<file path="src/rtl/des_pkg.sv">
package des_pkg;
   typedef struct packed {
      logic rise;
      logic fall;
   } edge_ev_t;
endpackage

</file>
<file path="src/rtl/des_timebase.sv">
module des_timebase #(
   parameter int CNT_W = 16
) (
   input  logic             clk,
   input  logic             rst_n,
   input  logic             run,
   output logic [CNT_W-1:0] count
);
   localparam logic [CNT_W-1:0] ONE = {{(CNT_W-1){1'b0}}, 1'b1};

   always_ff @(posedge clk or negedge rst_n) begin
      if (!rst_n)   count <= '0;
      else if (run) count <= count + ONE;
   end
endmodule

</file>
<file path="src/rtl/des_edge_detect.sv">
module des_edge_detect #(
   parameter int SYNC_STAGES = 2
) (
   input  logic              clk,
   input  logic              rst_n,
   input  logic              din,
   input  logic              qual,
   output des_pkg::edge_ev_t ev
);
   localparam int LAST = SYNC_STAGES - 1;

   logic [LAST:0] sync_q;
   logic          prev_q;

   generate
      if (SYNC_STAGES < 2) begin : g_bad
         $error("des_edge_detect: SYNC_STAGES must be at least 2");
      end
      for (genvar i = 0; i < SYNC_STAGES; i++) begin : g_sync
         if (i == 0) begin : g_first
            always_ff @(posedge clk or negedge rst_n)
               if (!rst_n) sync_q[0] <= 1'b0;
               else        sync_q[0] <= din;
         end else begin : g_next
            always_ff @(posedge clk or negedge rst_n)
               if (!rst_n) sync_q[i] <= 1'b0;
               else        sync_q[i] <= sync_q[i-1];
         end
      end
   endgenerate

   always_ff @(posedge clk or negedge rst_n)
      if (!rst_n) prev_q <= 1'b0;
      else        prev_q <= sync_q[LAST];

   always_comb begin
      ev.rise = qual &  sync_q[LAST] & ~prev_q;
      ev.fall = qual & ~sync_q[LAST] &  prev_q;
   end
endmodule

</file>
<file path="src/rtl/des_capture_pair.sv">
module des_capture_pair #(
   parameter int CNT_W    = 16,
   parameter bit HAS_FLAG = 1'b1
) (
   input  logic              clk,
   input  logic              rst_n,
   input  des_pkg::edge_ev_t ev,
   input  logic [CNT_W-1:0]  stamp,
   input  logic              rd_lead,
   input  logic              rd_trail,
   output logic [CNT_W-1:0]  lead_reg,
   output logic [CNT_W-1:0]  trail_reg,
   output logic [CNT_W-1:0]  lead_buf,
   output logic [CNT_W-1:0]  trail_buf,
   output logic              ready
);
   always_ff @(posedge clk or negedge rst_n) begin
      if (!rst_n) begin
         lead_buf  <= '0;
         trail_buf <= '0;
         lead_reg  <= '0;
         trail_reg <= '0;
      end else begin
         if (ev.rise) lead_buf <= stamp;
         if (ev.fall) begin
            lead_reg  <= lead_buf;
            trail_buf <= stamp;
         end
         if (rd_lead) trail_reg <= trail_buf;
      end
   end

   generate
      if (HAS_FLAG) begin : g_flag
         always_ff @(posedge clk or negedge rst_n) begin
            if (!rst_n)        ready <= 1'b0;
            else if (ev.fall)  ready <= 1'b1;
            else if (rd_trail) ready <= 1'b0;
         end
      end else begin : g_noflag
         assign ready = 1'b0;
      end
   endgenerate
endmodule

</file>
<file path="src/rtl/dual_edge_stamp.sv">
module dual_edge_stamp #(
   parameter int CNT_W       = 16,
   parameter int SYNC_STAGES = 2,
   parameter bit HAS_FLAG    = 1'b1
) (
   input  logic             clk,
   input  logic             rst_n,
   input  logic             cap_en,
   input  logic             chan_in,
   input  logic             rd_lead,
   input  logic             rd_trail,
   output logic [CNT_W-1:0] lead_time,
   output logic [CNT_W-1:0] trail_time,
   output logic             pair_ready
);
   generate
      if (CNT_W < 2 || CNT_W > 64) begin : g_bad_w
         $error("dual_edge_stamp: CNT_W out of range");
      end
   endgenerate

   logic [CNT_W-1:0]  tb_count;
   logic [CNT_W-1:0]  lead_buf;
   logic [CNT_W-1:0]  trail_buf;
   des_pkg::edge_ev_t ev;

   des_timebase #(.CNT_W(CNT_W)) u_tb (
      .clk(clk), .rst_n(rst_n), .run(cap_en), .count(tb_count));

   des_edge_detect #(.SYNC_STAGES(SYNC_STAGES)) u_edge (
      .clk(clk), .rst_n(rst_n), .din(chan_in), .qual(cap_en), .ev(ev));

   des_capture_pair #(.CNT_W(CNT_W), .HAS_FLAG(HAS_FLAG)) u_cap (
      .clk(clk), .rst_n(rst_n), .ev(ev), .stamp(tb_count),
      .rd_lead(rd_lead), .rd_trail(rd_trail),
      .lead_reg(lead_time), .trail_reg(trail_time),
      .lead_buf(lead_buf), .trail_buf(trail_buf), .ready(pair_ready));
endmodule

</file>
<file path="config.mk">
export PLATFORM = sky130hd
export DESIGN_NAME = dual_edge_stamp
export DESIGN_NICKNAME = d
export VERILOG_FILES = /design/src/rtl/des_pkg.sv /design/src/rtl/des_timebase.sv /design/src/rtl/des_edge_detect.sv /design/src/rtl/des_capture_pair.sv /design/src/rtl/dual_edge_stamp.sv
export SDC_FILE = /design/constraint.sdc
export NUM_CORES = 1
export LEC_CHECK = 0
export ABC_AREA = 1
export ABC_CLOCK_PERIOD_IN_PS = 1300
export BUFFER_PORTS_ARGS = -buffer_cell sky130_fd_sc_hd__buf_4
export CORE_MARGIN = 2
export CORE_UTILIZATION = 45
export DETAILED_ROUTE_END_ITERATION = 10
export PLACE_DENSITY_LB_ADDON = 0.3
export SETUP_SLACK_MARGIN = 0.15
export SYNTH_ARGS = -nofsm -noshare
export SYNTH_HDL_FRONTEND = slang
export SYNTH_HIERARCHICAL = 1
export SYNTH_SLANG_ARGS = --single-unit
</file>
<file path="constraint.sdc">
create_clock -name clk -period 1.3 [get_ports clk]
set_clock_uncertainty 0.1 [all_clocks]
set_input_delay 0.065 -clock clk [delete_from_list [all_inputs] [get_ports clk]]
set_output_delay 0.065 -clock clk [all_outputs]
set_load 0.02 [all_outputs]
</file>
Yosys cells after proc, flatten, opt, wreduce, memory -nomap -nowiden:

Index checks and enable logic that the tools add are counted.

* bits in registers: 84
* bits of input ports: 6
* output and inout bits: 33
* logic and storage cells: 19

* add/sub/neg operators: 1
* muxes and demuxes: 2
* bitwise logic cells: 6
* reductions and logical operators: 1

Operator list (count)
* adder 16 x 1 -> 16 bit (second input constant): 1
* AND 1 bit: 4
* 2-to-1 mux 1 bit: 2
* NOT 1 bit: 2
* nonzero test 2 bit: 1

Longest topological paths before layout:

* word-level depth: 4
* depth in mapped cells: 7
* gate-level depth less buffers: 7

By module:

The synthesis kept the hierarchy.

By module, submodules not included
* des_capture_pair: instances 1, cells each 276, area each 2583.7 um^2, sequential area each 1626.6 um^2
* des_timebase: instances 1, cells each 97, area each 813.3 um^2, sequential area each 400.4 um^2
* des_edge_detect: instances 1, cells each 7, area each 90.1 um^2, sequential area each 75.1 um^2

Worst setup path before layout:

Ideal clock, no wire load.

* path kind: register -> register
* start: register u_tb.count[0]
* end: register u_tb.count[8]
* library setup time: 125 ps
* arrival: 1075 ps
* data required time: 1075 ps
* slack: -1 ps
* cell stages (with the launch flop): 6
* path buffers: 0
* clock period less this slack: 1301 ps
* cell sequence: dfrtp_1 -> ha_1 -> nand3_1 -> nor2_2 -> nand2_1 -> xnor2_1

* longest elaborated chain between the ends: 1

Ends and longest elaborated chain
* from (decl): line des_timebase.sv:7 `output logic [CNT_W-1:0] count`
* from (signal assigned): line des_timebase.sv:13 `else if (run) count <= count + ONE;`
* adder 16 x 1 -> 16 bit: line des_timebase.sv:13

No other way between the ends.
A chain may end at the register's enable or synchronous reset.

Final worst setup path:

* start: register u_tb.count[0]
* end: register u_tb.count[15]

The elaborated chain is that of the path after synthesis.

==> results by group <==
Run status
  • Status: complete, but fails checks
  • Failing checks: setup timing

Cells and area
  • Fin area: 4723 sq um
  • Number of fillers in the final layout: 598
  • Layout cells sized above 1: 38.56%
  • Area Overhead vs Synth: 35.45%
  • Finished Layout Cells: 561
  • Fin nets: 461
  • Antenna diode count: 0
  • Final Core Density: 62.09%

Synth
  • Most frequent cell after synthesis: nand2_1
  • Part of the Yosys area used for sequential elements: 60.28%
  • Async set-reset flop share out of synthesis: 100.0%
  • Synth Flop Type: dfrtp_1
  • Netlist cell types: 21
  • Commonest cells post-synth: nand2_1 (207), dfrtp_1 (84), inv_1 (14), nand2_2 (14), nor2_1 (13)
  • Yosys top cell by area: dfrtp_1
  • #FFs+latches synth: 84
  • Mean Syn Cell Area: 9.177 sq um
  • Warnings, synthesis: 6
  • Post-Synthesis Cells: 380
  • Synth area leaders: dfrtp_1 (60%), nand2_1 (22%), buf_6 (2.6%)
  • Net count after synthesis: 387
  • Post-synth top area share: 60.28%
  • Post-synth EDFFs: 0
  • Synth Cell Area: 3487 sq um

Global route
  • Initial antenna violation count: 0
  • Total grt overflow: 0
  • Vias in the first global route: 2,767
  • Largest net degree at the start of global routing: 85
  • First-pass GRT wire length: 12,410 um
  • Total GRT Usage: 18.78%

Clocking
  • Num CTS Buffers: 9
  • Root Driver: clkbuf_8
  • Worst-path clk slew: 0.08 ns
  • Clock Tree Buf Depth: 2
  • CTS tree: yes
  • H-Tree Depth: 3
  • Sink Count: 84
  • Clock Latency Late Sink: 0.36 ns

STA
  • Max Fclk: 712.4 MHz
  • Final min period: 1.404 ns
  • Worst-margin pin slew: 0.4520 ns
  • Hold Vio Cnt, Final: 0
  • Setup_tns: -0.3552 ns
  • PnR worst setup slack: -0.1037 ns
  • RSZ-0062 raised after global routing: yes
  • Slew headroom: 69.87%
  • Fin crit share: 108.0%
  • Final setup violation count: 9
  • Max Slew Vio Count: 0

Flow run
  • Max cap viols: 0

Route
  • WL final: 7923 um
  • Vias after detailed routing: 2,754
  • Vias per cell: 4.909
  • ANT nets after route: 0
  • DRT Pass-1 Iters: 4
  • Detailed Route Iter0 Violations: 211
  • Drt wl/cell: 14.12 um
  • Drc violations: 0

Die
  • Die span in y: 92.03 um
  • Num ports: 39
  • # rows: 32
  • Total die area: 8470 sq um
  • Initial Util: 45.84%
  • Die X: 92.03 um
  • Core Footprint: 7607 sq um

Setup path
  • Crit. End Element: flop
  • Arrival time at the worst endpoint: 1.55 ns
  • CP startpoint kind: flop
  • WP data required: 1.45 ns
  • CP max FO: 6
  • Crit path kind: reg2reg

Power and ir drop
  • Peak VDD IR: 714.8 uV
  • Cell leakage power: 0.002474 uW
  • P per Cell Area: 1596 nW/um^2

Placed design
  • Routability cong.: 0.8116
  • Post-DP HPWL: 4388 um
  • Buffers on Ports: 38
  • Placed cells: 519
  • Placed cell areas: 3884 sq um

Worst hold path
  • Hold crit path type: in2reg
worst max-delay path: stages (launching register included):
cell	delay (ns)
dfrtp_2	0.41
buf_6	0.11
nand3_4	0.08
nor2_4	0.19
nand4_1	0.17
nor2_1	0.17
nor2_1	0.06
per-layer routing:
layer,GRT usage (%),vias up,wire length [um]
li1,-,1296,-
met1,21.90,1363,3171
met2,32.66,71,4085
met3,3.862,24,360
met4,9.701,0,305
met5,0,-,0
final timing paths:
kind	startpoint	to	slack, ns	cells past startpoint
hold / removal	cap_en	u_tb/count[1]$_DFFE_PN0P_	0.004	4
setup reg to reg	u_tb/count[0]$_DFFE_PN0P_	u_tb/count[15]$_DFFE_PN0P_	-0.10	6
min in group asynchronous	rst_n	u_cap/lead_reg[12]$_DFFE_PN0P_	0.16	3
setup / recovery	u_tb/count[0]$_DFFE_PN0P_	u_tb/count[15]$_DFFE_PN0P_	-0.10	6
max in group asynchronous	rst_n	u_tb/count[2]$_DFFE_PN0P_	0.55	3
hold reg to reg	u_edge/sync_q[0]$_DFF_PN0_	u_edge/sync_q[1]$_DFF_PN0_	0.25	0
timing repair:
| action | 4_1_cts | 5_1_grt |
|---|---|---|
| gates resized for setup | 36 | 65 |
| setup endpoints to repair | 62 | 63 |
| hold buffers | 4 | 2 |
| pin swaps | 20 | 25 |
| hold endpoints to repair | 107 | 3 |
| gates cloned | 2 | 2 |
| setup buffers | 11 | 5 |
through the flow:
step	power, uW	setup slack, ns	hold WS, ns
after global placement	4888	0.02158	0.03127
final	7539	-0.1037	0.003533
after CTS	7251	0.002968	-0.1137
after detailed placement	4942	-0.04006	0.03162
after floorplan	4290	0.05608	-0.3306
after global routing	7920	-0.1373	-0.0004450
power breakdown:
part	switching, uW	total (uW)	internal (uW)	leakage, uW
registers	419	3520	3100	0.00107
logic	1040	1980	940	0.00130
clock network	904	2040	1130	0.000107
total	2360	7540	5170	0.00247
cell type report:
type                            count  area [sq um]  area share, %
Clock buffer                       12         145.1          3.073
Clock inverter                      4         72.57          1.536
Inverter                           18         111.4          2.358
Multi-Input combinational cell    264          1419          30.04
Sequential cell                    84          2111          44.69
Tap cell                          102         127.6          2.702
Timing Repair Buffer               75         709.4          15.02
Timing Repair inverter              2         27.53         0.5828
cells in the final DEF, fill, tap and decap left out, types with 3 or more instances in the layout:
cell and n:
nand3_2 3, xor2_1 4, dlygate4sd3_1 6, inv_1 14
dfrtp_2 7, buf_6 5, nand3_1 6, nor2_1 9
xnor2_1 6, dfrtp_1 77, nand4_1 5, nand2_1 153
nor2_4 5, clkbuf_8 10, buf_4 56, buf_12 6
nand2_2 53, nand2_4 15
cell families after synthesis:
group / synth area share (%)
xor+xnor: 2.763
fa+ha+maj: 0.3588
buf+inv: 7.284
simple gates: 29.31
flops: 60.28
No activity file was read; power rests on OpenSTA's default activity.
